==> config.mk <==
export PLATFORM = sky130hd
export DESIGN_NAME = serreg_wr_slave
export DESIGN_NICKNAME = d
export VERILOG_FILES = /design/src/rtl/serreg_pkg.sv /design/src/rtl/serreg_sync.sv /design/src/rtl/serreg_framer.sv /design/src/rtl/serreg_wr_slave.sv
export SDC_FILE = /design/constraint.sdc
export NUM_CORES = 1
export LEC_CHECK = 0
export BUFFER_PORTS_ARGS = -buffer_cell sky130_fd_sc_hd__buf_2
export CORE_UTILIZATION = 35
export DETAILED_ROUTE_END_ITERATION = 7
export GPL_TIMING_DRIVEN = 0
export PLACE_DENSITY = 0.56
export SYNTH_ARGS = -nofsm -noshare
export SYNTH_HDL_FRONTEND = slang
export SYNTH_HIERARCHICAL = 1
export SYNTH_SLANG_ARGS = --single-unit
==> constraint.sdc <==
create_clock -name clk -period 4.7 [get_ports clk]
set_input_delay 0.94 -clock clk [delete_from_list [all_inputs] [get_ports clk]]
set_output_delay 0.94 -clock clk [all_outputs]
set_load 0.01 [all_outputs]
==> src/rtl/serreg_pkg.sv <==
package serreg_pkg;
    typedef enum logic [1:0] {
        ST_IDLE = 2'd0,
        ST_ADDR = 2'd1,
        ST_DATA = 2'd2
    } frm_state_t;
endpackage

==> src/rtl/serreg_sync.sv <==
module serreg_sync #(
    parameter int WIDTH  = 1,
    parameter int STAGES = 2,
    parameter logic [WIDTH-1:0] RST_VAL = '0
) (
    input  logic             clk,
    input  logic             rst_n,
    input  logic [WIDTH-1:0] d_in,
    output logic [WIDTH-1:0] d_out
);
    logic [WIDTH-1:0] chain [STAGES];

    for (genvar s = 0; s < STAGES; s++) begin : g_stage
        always_ff @(posedge clk or negedge rst_n) begin
            if (!rst_n) begin
                chain[s] <= RST_VAL;
            end else begin
                chain[s] <= (s == 0) ? d_in : chain[(s == 0) ? 0 : s - 1];
            end
        end
    end

    assign d_out = chain[STAGES-1];
endmodule

==> src/rtl/serreg_framer.sv <==
module serreg_framer
    import serreg_pkg::*;
#(
    parameter int ADDR_W = 8,
    parameter int DATA_W = 24
) (
    input  logic              clk,
    input  logic              rst_n,
    input  logic              sck_rise,
    input  logic              sd_bit,
    input  logic              sel_hi,
    output logic              wr_en,
    output logic [ADDR_W-1:0] wr_addr,
    output logic [DATA_W-1:0] wr_data
);
    localparam int CNT_W = $clog2(DATA_W);
    localparam logic [CNT_W-1:0] ADDR_LAST = CNT_W'(ADDR_W - 1);
    localparam logic [CNT_W-1:0] DATA_LAST = CNT_W'(DATA_W - 1);

    frm_state_t        state, state_nx;
    logic [CNT_W-1:0]  bit_cnt;
    logic [DATA_W-1:0] shreg, shreg_nx;
    logic [ADDR_W-1:0] cur_addr;
    logic              addr_done, word_done;

    assign shreg_nx  = {sd_bit, shreg[DATA_W-1:1]};
    assign addr_done = (state == ST_ADDR) && sck_rise && (bit_cnt == ADDR_LAST);
    assign word_done = (state == ST_DATA) && sck_rise && (bit_cnt == DATA_LAST);

    // Transitions: IDLE->ADDR on select low, ADDR->DATA on last address bit,
    // any active state -> IDLE on select high.
    always_comb begin
        state_nx = state;
        unique case (state)
            ST_IDLE: if (!sel_hi)        state_nx = ST_ADDR;
            ST_ADDR: if (sel_hi)         state_nx = ST_IDLE;
                     else if (addr_done) state_nx = ST_DATA;
            ST_DATA: if (sel_hi)         state_nx = ST_IDLE;
            default:                     state_nx = ST_IDLE;
        endcase
    end

    always_ff @(posedge clk or negedge rst_n) begin
        if (!rst_n) state <= ST_IDLE;
        else        state <= state_nx;
    end

    // Bit counter, shift register and running address.
    always_ff @(posedge clk or negedge rst_n) begin
        if (!rst_n) begin
            bit_cnt  <= '0;
            shreg    <= '0;
            cur_addr <= '0;
        end else if (sel_hi || state == ST_IDLE) begin
            bit_cnt <= '0;
            shreg   <= '0;
        end else if (sck_rise) begin
            shreg <= shreg_nx;
            if (addr_done) begin
                bit_cnt  <= '0;
                cur_addr <= shreg_nx[DATA_W-1 -: ADDR_W];
            end else if (word_done) begin
                bit_cnt  <= '0;
                cur_addr <= cur_addr + 1'b1;
            end else begin
                bit_cnt <= bit_cnt + 1'b1;
            end
        end
    end

    // Outputs: one-cycle strobe with address and data registered together.
    always_ff @(posedge clk or negedge rst_n) begin
        if (!rst_n) begin
            wr_en   <= 1'b0;
            wr_addr <= '0;
            wr_data <= '0;
        end else begin
            wr_en <= word_done && !sel_hi;
            if (word_done && !sel_hi) begin
                wr_addr <= cur_addr;
                wr_data <= shreg_nx;
            end
        end
    end

    // Observation registers for the burst-step property.
    logic [ADDR_W-1:0] last_addr;
    logic              have_prev;
    always_ff @(posedge clk or negedge rst_n) begin
        if (!rst_n) begin
            last_addr <= '0;
            have_prev <= 1'b0;
        end else if (state == ST_IDLE) begin
            have_prev <= 1'b0;
        end else if (wr_en) begin
            last_addr <= wr_addr;
            have_prev <= 1'b1;
        end
    end

    a_r4_strobe_single: assert property (@(posedge clk) disable iff (!rst_n)
        wr_en |=> !wr_en);
    a_r5_strobe_from_data: assert property (@(posedge clk) disable iff (!rst_n)
        wr_en |-> $past(state) == ST_DATA);
    a_r8_no_write_in_addr: assert property (@(posedge clk) disable iff (!rst_n)
        (state == ST_ADDR) |=> !wr_en);
    a_r6_burst_step: assert property (@(posedge clk) disable iff (!rst_n)
        (wr_en && have_prev) |-> wr_addr == ADDR_W'(last_addr + 1'b1));
    a_r9_idle_cleared: assert property (@(posedge clk) disable iff (!rst_n)
        (state == ST_IDLE) |-> (bit_cnt == '0));
    a_r2_count_bound: assert property (@(posedge clk) disable iff (!rst_n)
        bit_cnt <= DATA_LAST);
endmodule

==> src/rtl/serreg_wr_slave.sv <==
module serreg_wr_slave #(
    parameter int ADDR_W      = 8,
    parameter int DATA_W      = 24,
    parameter int SYNC_STAGES = 2
) (
    input  logic              clk,
    input  logic              rst_n,
    input  logic              sck,
    input  logic              sdi,
    input  logic              sel_n,
    output logic              wr_en,
    output logic [ADDR_W-1:0] wr_addr,
    output logic [DATA_W-1:0] wr_data
);
    logic [2:0] pins_s;
    logic       sck_d;

    serreg_sync #(.WIDTH(3), .STAGES(SYNC_STAGES), .RST_VAL(3'b100)) u_sync (
        .clk   (clk),
        .rst_n (rst_n),
        .d_in  ({sel_n, sdi, sck}),
        .d_out (pins_s)
    );

    always_ff @(posedge clk or negedge rst_n) begin
        if (!rst_n) sck_d <= 1'b0;
        else        sck_d <= pins_s[0];
    end

    serreg_framer #(.ADDR_W(ADDR_W), .DATA_W(DATA_W)) u_framer (
        .clk      (clk),
        .rst_n    (rst_n),
        .sck_rise (pins_s[0] & ~sck_d),
        .sd_bit   (pins_s[1]),
        .sel_hi   (pins_s[2]),
        .wr_en    (wr_en),
        .wr_addr  (wr_addr),
        .wr_data  (wr_data)
    );
endmodule

### Word level (Yosys, flattened, before mapping)

Cells that the tools add are included.

* bits in registers: 79
* input port bits: 5
* output and inout bits: 33

* add/subtract/negate cells: 2
* equal/unequal tests: 7
* multiplexer cells: 13
* bitwise operators: 3
* reductions and logical operators: 12

Operators by type and width (count)
* $mux W24: 2
* $mux W5: 4
* $mux W8: 2
* $add A8 B1 Y8 const B: 1
* $mux W2: 4
* $pmux W2 S3: 1
* $reduce_and A3 Y1: 2
* $add A5 B1 Y5 const B: 1
* $eq A5 B3 Y1 const B: 1
* $eq A5 B5 Y1 const B: 1
* $logic_and A1 B1 Y1: 5
* $ne A2 B2 Y1 const B: 2
* $reduce_bool A2 Y1: 2
* $ne A3 B2 Y1 const B: 1
* $eq A2 B1 Y1 const B: 1
* $eq A2 B2 Y1 const B: 1
* $logic_not A2 Y1: 1
* $not A1 Y1: 2
* $and A1 B1 Y1: 1
* $logic_not A1 Y1: 1
* $logic_or A1 B1 Y1: 1

### Longest topological paths before layout

Gate-level depths: netlist of the first run.

* depth after elaboration: 8
* gate-level depth with buffers: 8
* mapped depth without buffers: 5

### Modules after synthesis

Netlist of the first run, hierarchy kept.

By module, submodules not included
* serreg_framer: times used 1, cells an instance 214, area an instance 2892.8 um^2
* serreg_sync: times used 1, cells an instance 9, area an instance 175.2 um^2
* serreg_wr_slave: times used 1, cells an instance 2, area an instance 38.8 um^2

### Worst setup path before layout of the first run

OpenSTA, ideal clock, no wires.

* kind: reg-to-reg
* start point: register u_framer.bit_cnt[0]
* end point: register u_framer.wr_addr[3]
* library setup time: 0.125 ns
* arrival: 1.548 ns
* data required time: 4.575 ns
* setup slack: 3.028 ns
* stages on the path, launching flop included: 7
* period minus slack after synthesis: 1.672 ns
* cell sequence: dfrtp_1 > ha_1 > and4b_1 > buf_6 > nand2_2 > buf_2 > mux2_2

* cells in the longest elaborated chain, start to end: 3

Ends and longest elaborated chain
* from (decl): RTL line serreg_framer.sv:21 `logic [CNT_W-1:0] bit_cnt;`
* from (signal assigned): RTL line serreg_framer.sv:66 `bit_cnt <= bit_cnt + 1'b1;`
* $eq A5 B5 Y1: RTL line serreg_framer.sv:28 `assign word_done = (state == ST_DATA) && sck_rise && (bit_cnt == DATA_LAST);`
* $logic_and A1 B1 Y1: RTL line serreg_framer.sv:28
* $logic_and A1 B1 Y1: RTL line serreg_framer.sv:79 `if (word_done && !sel_hi) begin`
* to (signal assigned): RTL line serreg_framer.sv:80 `wr_addr <= cur_addr;`
* to (decl): RTL line serreg_framer.sv:13 `output logic [ADDR_W-1:0] wr_addr,`

Every way passes these cells.
A chain may end at the register's enable or synchronous reset.

### Final worst setup path of the first run

* start point: register u_framer.bit_cnt[0]
* end point: register u_framer.wr_addr[6]

The elaborated chain is that of the path after synthesis.

==> impl_metrics.toml, run 1 <==
[status]
status = "finished with violations"
violations = "design-rule violations"

[final_layout]
area_growth_pct = 17.7
drive_gt1_share_pct = 38.0
design_area_mm2 = 0.00366
diodes = 0
final_net_count = 281

[pwr]
leakagePower_nw = 1.89
p_per_area_mw_per_mm2 = 335
ir_drop_v = 0.000117

[placed_design]
dpl.hpwl_mm = 3.87
placed_cell_area_mm2 = 0.00345
port_buffers = 37
place.gp.congestion = 0.776

[min_path]
holdPathStages = 0
holdPathEnd = "u_sync/d_out[1]"
hp-class = "register to register"
min_from = "u_sync/chain[4]"

[clocking]
numCtsBuffers = 9
cts.sinks = 78
clock_latency_ps = 350
ctsResizeCount = 0
post_cts_buffers = 0
cts_tree = "built"
hold_buffers = 0
clockBufferDepth = 2
root_buffer = "clkbuf_8"
path_clk_slew_ps = 90
htreeDepth = 3

[worst_setup_path]
cp_data_required_time_ps = 4940
reg2regPathDepth = 6
r2r_end = "u_framer/wr_addr[6]"
end_kind = "register"
critPathKind = "register to register"
crit_path_start_kind = "register"
cp.arrival_ps = 2190
rrSetupSlack_ps = 2750
r2r_start = "u_framer/bit_cnt[0]"
crit_fanout = 10

[sta]
tightest_slew_ps = 554
skew_ps = 11.9
drv_slew = 0
final_hold_viol_count = 0
setup_viol = 0
max_freq_mhz = 512
relSlewSlack_pct = 63.0
rsz0062_at_grt = "false"
period_share_pct = 41.6
min_period_ps = 1950
setup_tns_ps = 0

[global_route]
grt_pass1_wl_mm = 9.56
grt_pass1_vias = 1846
grt_usage_pct = 14.0
grt_max_degree = 41
grt_antenna_before_repair = 0
grt_overflow = 0

[detailed_routing]
dr.pass1.iters = 6
drtAntennaViolNets = 0
first_iter_violations = 69
routed_wl_mm = 5.82
vias = 1970
via_per_inst = 5.09
drcViolationCount = 1
routedWlPerCell_um = 15.0

[yosys]
syn-cell-area_mm2 = 0.00311
ys_types = 39
ys_seq_area_share_pct = 62.9
syn_nets = 232
syn_inst = 225
postSynthAreaPerCell_um2 = 13.8
synth-seq-cells = 78
ys_warn_count = 6

[floorplanning]
fp-row-count = 34
boundaryPins = 38
die_h_um = 96.2
coreArea_mm2 = 0.00864
die_w_um = 96.2
start_util_pct = 36.0
dieArea_mm2 = 0.00926

[flow_run]
cap_viol_max_count = 0
## layout make-up
class | count | area, um2
Buffer | 13 | 85.1
Tap cell | 108 | 135
Multi-Input combinational cell | 131 | 1060
Clock buffer | 10 | 138
Timing Repair Buffer | 38 | 208
Fill cell | 842 | 4980
Sequential cell | 78 | 1950
Clock inverter | 6 | 68.8
Inverter | 3 | 11.3
## per-stage QoR
stage	setup WS [ps]	std cells	hold WS [ps]	util (%)	total power (W)
6_report	2750	387	354	42.3	0.00123
5_1_grt	2630	387	361	42.3	0.00127
4_1_cts	2720	387	356	42.3	0.00125
3_5_place_dp	2750	371	336	39.9	0.000724
3_3_place_gp	2140	370	336	39.7	0.000721
2_1_floorplan	3030	225	331	-	0.000702
## synth_stat cells, drive strengths merged
cell type	instances	area, um2
nor3b	2	20.0
o21bai	1	7.51
a21oi	5	25.0
o21ai	7	35.0
nand2b	1	6.26
dfrtp	76	1900
o21ba	1	10.0
dfstp	2	52.6
o22ai	1	6.26
a22oi	1	7.51
a2bb2oi	1	8.76
a22o	23	201
ha	2	25.0
and4b	1	10.0
nand4	1	6.26
a31oi	1	6.26
and2	2	12.5
mux2	32	360
o2bb2ai	3	26.3
nor2	8	30.0
buf	13	85.1
and3b	1	8.76
a32o	1	10.0
nand2	12	47.6
o2111ai	1	15.0
nand3	10	50.1
a2111oi	2	17.5
inv	3	11.3
nor4b	1	8.76
xor2	2	17.5
nor2b	1	13.8
or3	1	6.26
mux2i	4	40.0
nor3	1	5.00
o2111a	1	11.3
## worst max path at each step
stage | startpoint | slack (ps) | endpoint | depth (start not counted)
3_5_place_dp | u_framer/bit_cnt[0] | 2750 | u_framer/wr_addr[6] | 6
3_3_place_gp | rst_n | 2140 | u_framer/wr_data[8] | 1
2_1_floorplan | u_framer/bit_cnt[0] | 3030 | u_framer/wr_addr[3] | 6
6_report | u_framer/bit_cnt[0] | 2750 | u_framer/wr_addr[6] | 6
4_1_cts | u_framer/bit_cnt[0] | 2720 | u_framer/wr_addr[6] | 6
5_1_grt | u_framer/bit_cnt[0] | 2630 | u_framer/wr_data[23] | 6
## metal layers
layer	routed length (um)	vias up	global-route usage [%]	share of wire (%)
met2	2620	40	19.2	45
li1	-	921	-	-
met3	294	5	4.58	5.0
met5	0	-	0	0
met4	63	0	7.09	1.1
met1	2850	1004	19.5	49
## worst max-delay path: stages, from the launching register on
cell and delay (ps):
dfrtp_1 420, ha_1 240, and4b_1 190, buf_6 130, nand2_2 150, buf_2 330
mux2_2 380
## where the power goes
group	switching, W	internal [W]
sequential	0.00000225	0.000675
combinational	0.0000226	0.00000867
clock	0.000254	0.000263
total	0.000279	0.000947
## state kept, by name (all words and copies together), names as in the netlist
signal             flops
u_framer/wr_addr       8
u_framer/wr_en         1
sck_d                  1
u_sync/d_out           3
u_framer/bit_cnt       5
u_framer/state         2
u_sync/chain           3
u_framer/shreg        23
u_framer/wr_data      24
u_framer/cur_addr      8
## cell usage in the layout, fill, tap and decap left out, drive strengths merged, types with 3 or more instances in the layout
cell      n
o21ai     7
o2bb2ai   3
mux2i     4
mux2     32
nand3    10
dfrtp    76
buf      51
inv       5
clkbuf   10
nand2    12
a22o     23
a21oi     5
nor2      8
## logic make-up after synthesis
family / synth area share, %
buffers and inverters: 3.10
adder cells (fa/ha/maj): 0.805
flip-flops: 62.9
AO/OA/AOI/OAI: 12.5
multiplexers: 12.9
AND/OR/NAND/NOR: 7.25
XOR/XNOR: 0.564
No activity file was read; power rests on OpenSTA's default activity.
==> run 2, diff against run 1 <==
- clock period: 4.7 -> 1.91 ns (I/O delays scaled with it)
==> impl_metrics.toml, run 2 (synthesis results as in run 1) <==
[floorplanning]
die_h_um = 96.2
dieArea_mm2 = 0.00926
boundaryPins = 38
coreArea_mm2 = 0.00864
start_util_pct = 36.0
fp-row-count = 34
die_w_um = 96.2

[clocking]
path_clk_slew_ps = 90
cts.sinks = 78
cts_tree = "built"
clockBufferDepth = 2
htreeDepth = 3
clock_latency_ps = 350
hold_buffers = 0
numCtsBuffers = 9
root_buffer = "clkbuf_8"

[sta]
fin_hold_ws_ps = -6.52
relSlewSlack_pct = 63.0
rsz0062_at_grt = "true"
min_period_ps = 1840
period_share_pct = 96.5
final_hold_viol_count = 9
max_freq_mhz = 542
setup_viol = 0
skew_ps = 11.8
tightest_slew_ps = 554
drv_slew = 0

[detailed_routing]
routedWlPerCell_um = 15.0
vias = 1978
via_per_inst = 5.11
first_iter_violations = 66
dr.pass1.iters = 6
drtAntennaViolNets = 0
drcViolationCount = 1
routed_wl_mm = 5.82

[worst_setup_path]
reg2regPathDepth = 6
crit_path_start_kind = "register"
path_depth = 6
critPathKind = "register to register"
path_cells = "ha_1 -> and4b_1 -> buf_6 -> nand2_2 -> buf_4 -> mux2_2"
cp.arrival_ps = 2080
cp_slowest_cell = "dfrtp_1"
cp_num_buf_inv = 2
path_delay_family = "flip-flops"
crit_fanout = 10
end_kind = "register"
critPathMaxStageDelay_ps = 420
cp_data_required_time_ps = 2150

[final_layout]
largest_register_ffs = 24
nFillCells = 840
final_util_pct = 42.5
finalNonFillerCells = 387
multiInputGateArea_mm2 = 0.00106
seq_area_mm2 = 0.00195
area_growth_pct = 18.0
final_common_cell = "dfrtp_1"
drive_gt1_share_pct = 38.0
final_net_count = 281
diodes = 0
final_cell_mix = "76 x dfrtp_1, 41 x buf_2, 32 x mux2_2"
largest_register = "u_framer/wr_data"
reg.largest.list = "u_framer/wr_data x24, u_framer/shreg x23"

[global_route]
grt_pass1_vias = 1844
grt_pass1_wl_mm = 9.56
grt_antenna_before_repair = 0
grt_usage_pct = 14.0
grt_overflow = 0
grt_max_degree = 41

[pwr]
total_power_w = 0.00301
p_per_area_mw_per_mm2 = 822
leakagePower_nw = 1.90
ir_drop_v = 0.000285

[status]
violations = "design-rule violations, negative hold slack"
status = "finished with violations"

[placed_design]
place.gp.congestion = 0.776
placedCellCount = 371
port_buffers = 37
dpl.hpwl_mm = 3.87

[min_path]
hp-class = "input port to asynchronous set/reset pin"

[flow_run]
cap_viol_max_count = 0
-- run 2: changes by cell type in the layout (fill, tap and decap cells not counted) --
cell   delta
buf_4     +2
buf_6     +1
buf_2     -3
-- run 2: where the power goes --
group          switching, W  total [W]  leakage [nW]  internal, W
clock network      0.000622    0.00127         0.103     0.000648
logic             0.0000555  0.0000769         0.730    0.0000213
registers        0.00000549    0.00167          1.07      0.00166
total              0.000683    0.00301          1.90      0.00233
-- run 2: stage by stage --
step	setup slack, ps	cell area (um2)	TNS, ps
after floorplan	238	3110	0
after global placement	-95.5	3430	-7100
after detailed placement	-40.5	3450	-334
after CTS	28.4	3660	0
after global routing	-39.1	3670	-375
final	66.1	3670	0
-- run 2: cell type report --
type	instances	share of cell area, %
Tap cell	108	3.68
Sequential cell	78	53.3
Multi-Input combinational cell	131	28.8
Buffer	13	2.63
Timing Repair Buffer	38	5.66
Clock buffer	10	3.75
Clock inverter	6	1.88
Inverter	3	0.307
-- run 2: worst register-to-register path, delay by kind of cell, from the launching register on --
kind	cells	cell delay (ps)
fa+ha+maj	1	240
buf+inv	2	370
flops	1	420
mux	1	350
simple gates	2	350
-- run 2: final timing paths --
| kind | startpoint | endpoint | slack, ps |
|---|---|---|---|
| max in group asynchronous | rst_n | u_sync/chain[5] | 1280 |
| min in group clk | sel_n | u_sync/chain[5] | 130 |
| hold reg to reg | u_sync/chain[4] | u_sync/d_out[1] | 350 |
| setup / recovery | u_framer/bit_cnt[0] | u_framer/wr_data[6] | 70 |
| setup reg to reg | u_framer/bit_cnt[0] | u_framer/wr_data[6] | 70 |
| hold / removal | rst_n | u_framer/wr_addr[1] | -7 |
-- run 2: layer usage --
| layer | part of all wire, % | global-route usage [%] |
|---|---|---|
| met1 | 49 | 19.5 |
| met2 | 45 | 19.2 |
| met3 | 5.1 | 4.58 |
| met4 | 1.1 | 7.09 |
| met5 | 0 | 0 |
-- run 2: repair_timing --
item / in CTS / in global routing
gates cloned: 0 / 0
resized for setup: 3 / 1
setup endpoints to repair: 23 / 24
buffers inserted: 0 / 0
